==> src/rtl/tmr_pkg.sv <==
`timescale 1ns/1ps
package tmr_pkg;

  localparam logic [3:0] A_CTRL  = 4'd0;
  localparam logic [3:0] A_CAUSE = 4'd1;
  localparam logic [3:0] A_LD12  = 4'd2;
  localparam logic [3:0] A_LD3   = 4'd3;
  localparam logic [3:0] A_LD4   = 4'd4;
  localparam logic [3:0] A_CT12  = 4'd5;
  localparam logic [3:0] A_CT3   = 4'd6;
  localparam logic [3:0] A_CT4   = 4'd7;
  localparam logic [3:0] A_CLR0  = 4'd8;

  // width of channel idx (0-based): first two are short
  function automatic int tmr_width(input int idx, input int ws, input int wl);
    return (idx < 2) ? ws : wl;
  endfunction

  // tick when the low 'sel' bits of the pulse index are zero
  function automatic logic rate_hit(input logic [2:0] div, input logic [1:0] sel);
    logic [3:0] mask;
    mask = (4'd1 << sel) - 4'd1;
    return (({1'b0, div} & mask) == 4'd0);
  endfunction

  // byte-lane merge of a register write
  function automatic logic [31:0] merge_be(input logic [31:0] old_v,
                                           input logic [31:0] new_v,
                                           input logic [3:0]  be);
    logic [31:0] r;
    r = old_v;
    for (int b = 0; b < 4; b++)
      if (be[b]) r[8*b +: 8] = new_v[8*b +: 8];
    return r;
  endfunction

endpackage

==> src/rtl/tmr_rate_gen.sv <==
`timescale 1ns/1ps
module tmr_rate_gen #(
  parameter int DIV_W = 3
) (
  input  logic       clk,
  input  logic       rst_n,
  input  logic       ref_pulse,
  input  logic [1:0] sel,
  output logic       tick
);
  logic [DIV_W-1:0] div_q;

  always_ff @(posedge clk or negedge rst_n) begin
    if (!rst_n)         div_q <= '0;
    else if (ref_pulse) div_q <= div_q + 1'b1;
  end

  assign tick = ref_pulse && tmr_pkg::rate_hit(div_q[2:0], sel);

  AST_TICK_NEEDS_REF: assert property (@(posedge clk) disable iff (!rst_n)
    tick |-> ref_pulse);
  AST_FULL_RATE: assert property (@(posedge clk) disable iff (!rst_n)
    (ref_pulse && sel == 2'd0) |-> tick);
  AST_NO_ADJ_TICK: assert property (@(posedge clk) disable iff (!rst_n)
    (tick && sel != 2'd0) |=> (!tick || sel != $past(sel)));
endmodule

==> src/rtl/tmr_cell.sv <==
`timescale 1ns/1ps
module tmr_cell #(
  parameter int W = 16
) (
  input  logic         clk,
  input  logic         rst_n,
  input  logic         tick,
  input  logic         run,
  input  logic         load_wr,
  input  logic [W-1:0] load_val,
  output logic [W-1:0] count,
  output logic         tc_evt
);
  logic         pend_q;
  logic [W-1:0] nxt;

  function automatic logic [W-1:0] next_count(input logic [W-1:0] c,
                                               input logic [W-1:0] ld,
                                               input logic pend,
                                               input logic en);
    if (pend)            return ld;
    if (!en)             return c;
    if (c == '0)         return ld;
    return c - 1'b1;
  endfunction

  assign nxt    = next_count(count, load_val, pend_q, run);
  assign tc_evt = tick && !pend_q && run && (count == '0);

  always_ff @(posedge clk or negedge rst_n) begin
    if (!rst_n) begin
      pend_q <= 1'b0;
      count  <= '0;
    end else begin
      if (load_wr)   pend_q <= 1'b1;
      else if (tick) pend_q <= 1'b0;
      if (tick) count <= nxt;
    end
  end

  AST_LOAD_TAKEN: assert property (@(posedge clk) disable iff (!rst_n)
    (tick && pend_q) |=> count == $past(load_val));
  AST_STEP_DOWN: assert property (@(posedge clk) disable iff (!rst_n)
    (tick && !pend_q && run && count != '0) |=> count == W'($past(count) - 1'b1));
  AST_IDLE_HOLD: assert property (@(posedge clk) disable iff (!rst_n)
    !tick |=> $stable(count));
  AST_RELOAD: assert property (@(posedge clk) disable iff (!rst_n)
    tc_evt |=> count == $past(load_val));
endmodule

==> src/rtl/tmr_cause.sv <==
`timescale 1ns/1ps
module tmr_cause #(
  parameter int N = 4
) (
  input  logic         clk,
  input  logic         rst_n,
  input  logic [N-1:0] set_evt,
  input  logic [N-1:0] clr_req,
  output logic [N-1:0] flags
);
  always_ff @(posedge clk or negedge rst_n) begin
    if (!rst_n) flags <= '0;
    else        flags <= (flags & ~clr_req) | set_evt;
  end

  for (genvar i = 0; i < N; i++) begin : g_chk
    AST_FLAG_SET: assert property (@(posedge clk) disable iff (!rst_n)
      set_evt[i] |=> flags[i]);
    AST_FLAG_STICKY: assert property (@(posedge clk) disable iff (!rst_n)
      (flags[i] && !clr_req[i]) |=> flags[i]);
    AST_FLAG_CLEAR: assert property (@(posedge clk) disable iff (!rst_n)
      (clr_req[i] && !set_evt[i]) |=> !flags[i]);
  end
endmodule

==> src/rtl/tmr_bank.sv <==
`timescale 1ns/1ps
module tmr_bank #(
  parameter int W_SHORT = 16,
  parameter int W_LONG  = 32
) (
  input  logic        clk,
  input  logic        rst_n,
  input  logic        ref_pulse,
  input  logic        wr_en,
  input  logic [3:0]  wr_addr,
  input  logic [3:0]  wr_be,
  input  logic [31:0] wr_data,
  input  logic [3:0]  rd_addr,
  output logic [31:0] rd_data,
  output logic        irq
);
  import tmr_pkg::*;

  localparam int N_TMR = 4;
  localparam int HALF  = 16;

  logic [N_TMR-1:0] en_q, ie_q;
  logic [1:0]       sel_q;
  logic [31:0]      ld_q  [N_TMR];
  logic [31:0]      cnt_w [N_TMR];
  logic [N_TMR-1:0] ld_wr, tc_evt, set_evt, clr_req, flags;
  logic             tick;

  // named write events
  logic hit_ctrl, hit_cause, hit_ld12, hit_ld3, hit_ld4;
  assign hit_ctrl  = wr_en && wr_addr == A_CTRL;
  assign hit_cause = wr_en && wr_addr == A_CAUSE;
  assign hit_ld12  = wr_en && wr_addr == A_LD12;
  assign hit_ld3   = wr_en && wr_addr == A_LD3;
  assign hit_ld4   = wr_en && wr_addr == A_LD4;

  assign ld_wr[0] = hit_ld12 && |wr_be[1:0];
  assign ld_wr[1] = hit_ld12 && |wr_be[3:2];
  assign ld_wr[2] = hit_ld3  && |wr_be;
  assign ld_wr[3] = hit_ld4  && |wr_be;

  for (genvar i = 0; i < N_TMR; i++) begin : g_clr
    assign clr_req[i] = (hit_cause && wr_be[0] && !wr_data[i]) ||
                        (wr_en && wr_addr == (A_CLR0 + 4'(i)));
  end

  // control and reload registers
  always_ff @(posedge clk or negedge rst_n) begin
    if (!rst_n) begin
      en_q  <= '0;
      ie_q  <= '0;
      sel_q <= '0;
      for (int i = 0; i < N_TMR; i++) ld_q[i] <= '0;
    end else begin
      if (hit_ctrl && wr_be[0]) begin
        en_q <= wr_data[3:0];
        ie_q <= wr_data[7:4];
      end
      if (hit_ctrl && wr_be[1]) sel_q <= wr_data[9:8];
      if (hit_ld12) begin
        ld_q[0] <= merge_be(ld_q[0], {16'b0, wr_data[15:0]},  {2'b00, wr_be[1:0]});
        ld_q[1] <= merge_be(ld_q[1], {16'b0, wr_data[31:16]}, {2'b00, wr_be[3:2]});
      end
      if (hit_ld3) ld_q[2] <= merge_be(ld_q[2], wr_data, wr_be);
      if (hit_ld4) ld_q[3] <= merge_be(ld_q[3], wr_data, wr_be);
    end
  end

  tmr_rate_gen #(.DIV_W(3)) u_rate (
    .clk(clk), .rst_n(rst_n), .ref_pulse(ref_pulse), .sel(sel_q), .tick(tick)
  );

  for (genvar i = 0; i < N_TMR; i++) begin : g_tmr
    localparam int W = tmr_width(i, W_SHORT, W_LONG);
    logic [W-1:0] cval;
    tmr_cell #(.W(W)) u_cell (
      .clk(clk), .rst_n(rst_n), .tick(tick), .run(en_q[i]),
      .load_wr(ld_wr[i]), .load_val(ld_q[i][W-1:0]),
      .count(cval), .tc_evt(tc_evt[i])
    );
    assign cnt_w[i] = 32'(cval);
  end

  assign set_evt = tc_evt & ie_q;

  tmr_cause #(.N(N_TMR)) u_cause (
    .clk(clk), .rst_n(rst_n), .set_evt(set_evt), .clr_req(clr_req), .flags(flags)
  );

  assign irq = |flags;

  always_comb begin
    case (rd_addr)
      A_CTRL:  rd_data = {22'b0, sel_q, ie_q, en_q};
      A_CAUSE: rd_data = {28'b0, flags};
      A_LD12:  rd_data = ld_q[0] | (ld_q[1] << HALF);
      A_LD3:   rd_data = ld_q[2];
      A_LD4:   rd_data = ld_q[3];
      A_CT12:  rd_data = cnt_w[0] | (cnt_w[1] << HALF);
      A_CT3:   rd_data = cnt_w[2];
      A_CT4:   rd_data = cnt_w[3];
      default: rd_data = '0;
    endcase
  end

  AST_IRQ_HELD: assert property (@(posedge clk) disable iff (!rst_n)
    (irq && clr_req == '0) |=> irq);
  AST_IRQ_FROM_TC: assert property (@(posedge clk) disable iff (!rst_n)
    (set_evt != '0) |=> irq);
  AST_MASKED_TC: assert property (@(posedge clk) disable iff (!rst_n)
    (!irq && (tc_evt & ie_q) == '0 && !hit_cause) |=> !irq);
endmodule

==> config.mk <==
export PLATFORM = sky130hd
export DESIGN_NAME = tmr_bank
export DESIGN_NICKNAME = d
export VERILOG_FILES = /design/src/rtl/tmr_pkg.sv /design/src/rtl/tmr_rate_gen.sv /design/src/rtl/tmr_cell.sv /design/src/rtl/tmr_cause.sv /design/src/rtl/tmr_bank.sv
export SDC_FILE = /design/constraint.sdc
export NUM_CORES = 1
export LEC_CHECK = 0
export CAP_MARGIN = 20
export CORE_MARGIN = 2
export CORE_UTILIZATION = 33
export CTS_CLUSTER_DIAMETER = 120
export DETAILED_ROUTE_END_ITERATION = 10
export SLEW_MARGIN = 20
export SYNTH_ARGS = -nofsm -noshare
export SYNTH_HDL_FRONTEND = slang
export SYNTH_HIERARCHICAL = 1
export SYNTH_SLANG_ARGS = --single-unit
export TNS_END_PERCENT = 30
==> constraint.sdc <==
create_clock -name clk -period 3 [get_ports clk]
set_clock_uncertainty 0.05 [all_clocks]
set_input_delay 0.45 -clock clk [delete_from_list [all_inputs] [get_ports clk]]
set_output_delay 0.45 -clock clk [all_outputs]
set_load 0.005 [all_outputs]
# Word level (Yosys, flattened, before mapping)
# Cells that the tools add are included.
[word_totals] rom_bits=0 latch_bits=0 memories=0 output_inout_bits=33 in_bits=48 ram_bits=0 reg_bits=213
[op_classes] n_lt_le_gt_ge=0 n_eq_ne=15 reduce_logical=72 addsub=6 n_bitwise=7 n_div=0 n_mul=0 mux=54 shifts=1
[ops] op="32-bit two-way mux" n=12
[ops] op="32-bit case mux with 8 select lines" n=1
[ops] op="16-bit two-way mux" n=12
[ops] op="32-bit logical NOT" n=2
[ops] op="16-bit by 32-bit bitwise OR with 32-bit output" n=2
[ops] op="32-bit by 1-bit subtractor with 32-bit output (second input constant)" n=2
[ops] op="1-bit logical AND" n=33
[ops] op="16-bit logical NOT" n=2
[ops] op="16-bit by 1-bit subtractor with 16-bit output (second input constant)" n=2
[ops] op="1-bit two-way mux" n=29
[ops] op="2-bit AND reduction" n=12
[ops] op="4-bit by 3-bit equality test with 1-bit output (second input constant)" n=5
[ops] op="4-bit by 2-bit equality test with 1-bit output (second input constant)" n=4
[ops] op="4-bit equality test (second input constant)" n=4
[ops] op="4-bit logical NOT" n=3
[ops] op="4-bit bitwise AND" n=2
[ops] op="4-bit by 1-bit equality test with 1-bit output (second input constant)" n=2
[ops] op="1-bit logical NOT" n=8
[ops] op="2-bit nonzero test" n=4
[ops] op="4-bit OR reduction" n=2
[ops] op="3-bit by 4-bit bitwise AND with 4-bit output" n=1
[ops] op="1-bit logical OR" n=4
[ops] op="4-bit inverter" n=1
[ops] op="4-bit bitwise OR" n=1
[ops] op="other kinds (4)" n=5

# Longest topological paths before layout
[logic_depth] depth_word=10 depth_mapped=9

# Cells and area by module
# Netlist, hierarchy kept.
[by_module_without_submodules] module="tmr_bank" area_per_inst_um2=5849.4 instances=1 seq_area_each_um2=2652.5 cells_each=482
[by_module_without_submodules] module="tmr_cell at g_tmr[2].u_cell ..." area_per_inst_um2=2283.4 instances=2 seq_area_each_um2=825.8 cells_each=271
[by_module_without_submodules] module="tmr_cell at g_tmr[0].u_cell ..." area_per_inst_um2=1228.7 instances=2 seq_area_each_um2=425.4 cells_each=132
[by_module_without_submodules] module="tmr_rate_gen" area_per_inst_um2=147.6 instances=1 seq_area_each_um2=75.1 cells_each=12
[by_module_without_submodules] module="tmr_cause" area_per_inst_um2=145.1 instances=1 seq_area_each_um2=100.1 cells_each=12

# Worst setup path after synthesis
# No wires, ideal clock.
[synth_path] path_kind="flip-flop to flip-flop" start="register g_tmr[3].u_cell.count[0]" end="register g_tmr[3].u_cell.count[26]" t_arrival_ns=2.084 synth_period_minus_slack_ns=2.255 setup_slack_ns=0.745 stages_incl_launch_ff=9 n_path_buf=0 path_cell_list="dfrtp_1 > inv_1 > ha_1 > or3b_2 > nor2_2 > nand2_1 > nor4_1 > a31oi_1 > o22a_1"
[synth_via] elab_chain_len=7 word_cells_on_any_way=9 cone_classes="1 x add/sub; 7 x mux; 1 x reduce/logical"
[synth_lines] element="start, declared" line_no="tmr_cell.sv:11" rtl="output logic [W-1:0] count,"
[synth_lines] element="start signal, assigned" line_no="tmr_cell.sv:37" rtl="if (tick) count <= nxt;"
[synth_lines] element="parallel branches: the longest is 4 deep, another holds 32-bit by 1-bit subtractor with 32-bit output"
[synth_lines] element="32-bit two-way mux (*)" line_no="tmr_cell.sv:24" rtl="return c - 1'b1;"
[synth_lines] element="32-bit two-way mux (*)" line_no="tmr_cell.sv:23" rtl="if (c == '0) return ld;"
[synth_lines] element="32-bit two-way mux (*)" line_no="tmr_cell.sv:22" rtl="if (!en) return c;"
# Every way passes the cells marked *. The select of a mux whose other input is x is not followed.
# A chain may end at the register's enable or synchronous reset.

# Final worst setup path
[layout_path] start="input port rd_addr[1]" end="output port rd_data[9]"
[layout_via] elab_chain_len=2 word_cells_on_any_way=9 cone_classes="7 x eq/ne; 1 x mux; 1 x reduce/logical"
[layout_lines] element="start, declared" line_no="tmr_bank.sv:13" rtl="input logic [3:0] rd_addr,"
[layout_lines] element="4-bit by 3-bit equality test with 1-bit output (tied with other cells)" line_no="tmr_bank.sv:93" rtl="case (rd_addr)"
[layout_lines] element="32-bit case mux with 8 select lines (*)" line_no="tmr_bank.sv:93"
[layout_lines] element="end, declared" line_no="tmr_bank.sv:14" rtl="output logic [31:0] rd_data,"
# Mark *: on every way between the ends. The rest lies on a longest branch, timed or not.

==> results.json <==
{
  "dpl_cell_area_sq_mm": 0.0151,
  "place_hpwl_mm": 35.5,
  "overflow": 0,
  "antenna_found_initial": 1,
  "diodes": 0,
  "synth_adder_area_share_pct": 0.855,
  "synth_top_family_by_area": "simple AND/OR/NAND/NOR gates",
  "yosysWarnings": 6,
  "cp-start-kind": "input pin",
  "path_buf_inv": 5,
  "rows": 73,
  "grt_max_degree": 75,
  "drt-total-wl_mm": 46.7,
  "leakage_nw": 6.91,
  "path_max_fanout": 26,
  "worst_slew_pin_slew_ps": 777,
  "grt_use_total_pct": 22.3,
  "setup_viol": 0,
  "area_growth_pct": 22.0,
  "fp.dieH_um": 204,
  "crit_family": "buffers and inverters",
  "r2r-start": "g_tmr[2].u_cell/count[0]",
  "power_density_mw_per_mm2": 714,
  "crit_required_ps": 2500,
  "synth_compound_area_share_pct": 18.2,
  "syn_avg_cell_area_sq_um": 10.0,
  "fin_area_sq_mm": 0.0161,
  "ios": 81,
  "slowest_stage": "clkdlybuf4s50_1",
  "synth_cell_type_count": 84,
  "hold_viol_final": 0,
  "pre_cts_ws_ps": -137,
  "final_common_cell": "dfrtp_1",
  "ys_seq_area_share_pct": 40.5,
  "numPortBuffers": 80,
  "insertion_delay_ps": 530,
  "wl_per_cell_um": 23.5,
  "grt_pass1_wl_mm": 71.1,
  "die_area_sq_mm": 0.0415,
  "fin_nets": 1498,
  "fmax_ghz": 0.335,
  "drtIter0Drc": 1180,
  "postCtsSetupBuffers": 0,
  "crit_path_cell_trace": "clkdlybuf4s50_1 > buf_6 > buf_12 > nor4bb_2 > buf_4 > a221o_1 > clkdlybuf4s50_1",
  "reg2reg_to": "g_tmr[2].u_cell/count[15]",
  "drive_gt1_share_pct": 23.4,
  "cp-startpoint": "rd_addr[1]",
  "clock_path_buffers": 3,
  "synth-main-ff-cell": "dfrtp_1",
  "start_util_pct": 33.3,
  "min_period_ps": 2980,
  "synth-async-reset-ratio_pct": 100,
  "critPathKind": "input pin to output port",
  "critPathCaptureType": "output port",
  "syn-num-nets": 1369,
  "vias": 11761,
  "path_clk_slew_ps": 60,
  "drcViolationCount": 0,
  "syn_area_sq_mm": 0.0132,
  "reg2reg_depth": 9,
  "synthXorXnorAreaFrac_pct": 0.133,
  "yosys-mux-area-fraction_pct": 14.5,
  "r2r_slack_ps": 240,
  "avgViaCountPerCell": 5.93,
  "cts_root_buf": "clkbuf_16",
  "synth_edf_count": 0,
  "synthSimpleGateAreaFrac_pct": 21.3,
  "finalPower_mw": 11.5,
  "fillers": 3826,
  "ys_ff_latch": 213,
  "crit_arrival_ps": 2480,
  "maxCapViolations": 0,
  "max_slew_margin_pct": 47.8,
  "dp_cells": 1939,
  "grt_pass1_vias": 11415,
  "cts_buffers": 24,
  "worst_path_largest_cell_delay_ps": 540,
  "design.core.area_sq_mm": 0.0395,
  "final.setup.worst_slack_ps": 17.6,
  "post-route-period-util_pct": 99.4,
  "routabilityCongestion": 0.958,
  "grt_setup_unrepaired": "yes",
  "layout_common_cells": "213 x dfrtp_1, 123 x mux2_2, 87 x buf_4",
  "ir_drop_uv": 378,
  "cts_max_level": 1,
  "cts.sinks": 213,
  "syn_inst": 1312,
  "cts_tree": "yes",
  "outcome": "completed",
  "slew_viol_final": 0,
  "final_antenna_net_count": 0,
  "crit_top_cell": "clkdlybuf4s50_1",
  "dieWidth_um": 204,
  "firstDrtPassIters": 9,
  "stdcell_count": 1984,
  "hold_class": "input pin to asynchronous set/reset pin"
}
-- routing by layer --
layer / wire [um] / global-route usage, % / part of all wire, % / vias to the layer above
met5: 8 / 0 / 0.017 / -
met4: 1710 / 8.24 / 3.7 / 2
met3: 3370 / 3.52 / 7.2 / 101
met2: 21500 / 35.3 / 46 / 455
met1: 20100 / 30.6 / 43 / 5893
li1: - / - / - / 5310
-- cells in the mapped netlist (all sizes together) (9+ instances only) --
cell      n  area share (%)
buf      37             2.1
nand2b    9            0.58
or4      11            0.68
nor3     52             2.1
a21o     10            0.57
nand3    77             3.1
mux2i    47             3.6
o22a     17             1.1
o21ai    85             3.2
or3      17            0.83
nand4    28             1.7
and3b    11            0.73
inv      35             1.0
o21a     12            0.68
nor2     66             2.0
dfrtp   213              40
ha        9            0.86
nand2    84             2.4
nor4     40             3.2
a22oi    49             2.8
o211ai   15            0.86
a21oi    62             2.4
a31oi    21             1.0
and3     10            0.48
clkbuf   42             1.5
mux2    127              11
-- sequential cells by signal, summed over array words and instances, names as in the netlist --
name and cells:
en_q 4, g_tmr.u_cell/count 96, g_tmr.u_cell/pend_q 4, ie_q 4
ld_q 96, sel_q 2, u_cause/flags 4, u_rate/div_q 3
-- cell type report --
type                            instances  area [sq um]  share of cell area (%)
Inverter                               35           131                   0.818
Timing Repair Buffer                  182          1730                    10.8
Tap cell                              525           657                    4.09
Multi-Input combinational cell        985          7300                    45.4
Sequential cell                       213          5330                    33.2
Clock inverter                         11           188                    1.17
Clock buffer                           33           726                    4.52
-- what timing repair did --
item	CTS	global route
gates resized for setup	12	23
hold buffers	1	0
pin swaps	4	3
setup endpoints to repair	31	24
endpoints found under the hold margin	70	0
-- kinds of logic after synthesis --
| kind of cell | count (synthesis) |
|---|---|
| DFF | 213 |
| xor gates and xnor gates | 2 |
| AOI/OAI and AO/OA | 349 |
| and+or+nand+nor | 451 |
| muxes | 174 |
| adders and majority gates | 9 |
| buffers and inverters | 114 |
-- power breakdown --
| part | internal [mW] | leakage (nW) | switching [mW] | total [mW] |
|---|---|---|---|---|
| clock | 2.12 | 0.442 | 1.27 | 3.39 |
| combinational | 1.48 | 3.83 | 1.60 | 3.09 |
| sequential | 3.61 | 2.63 | 1.38 | 4.99 |
| total | 7.22 | 6.91 | 4.25 | 11.5 |
-- metrics by stage --
| step | TNS, ps | hold slack, ps | util, % |
|---|---|---|---|
| after floorplan | 0 | 104 | - |
| after global placement | -1490 | 413 | 38.1 |
| after detailed placement | -2010 | 415 | 38.1 |
| after CTS | -203 | 428 | 40.4 |
| after global routing | -278 | 440 | 40.6 |
| final | 0 | 420 | 40.6 |
-- how the worst max path moves through the flow --
stage                                     end  slack, ps  cells after the start
detailed placement                rd_data[17]       -140                      8
CTS                               rd_data[11]        -50                      8
global route                       rd_data[9]        -80                      7
global placement                   rd_data[9]       -110                      7
finish                             rd_data[9]         20                      7
floorplan           g_tmr[3].u_cell/count[26]        750                      8
(Power assumes the default switching activity.)
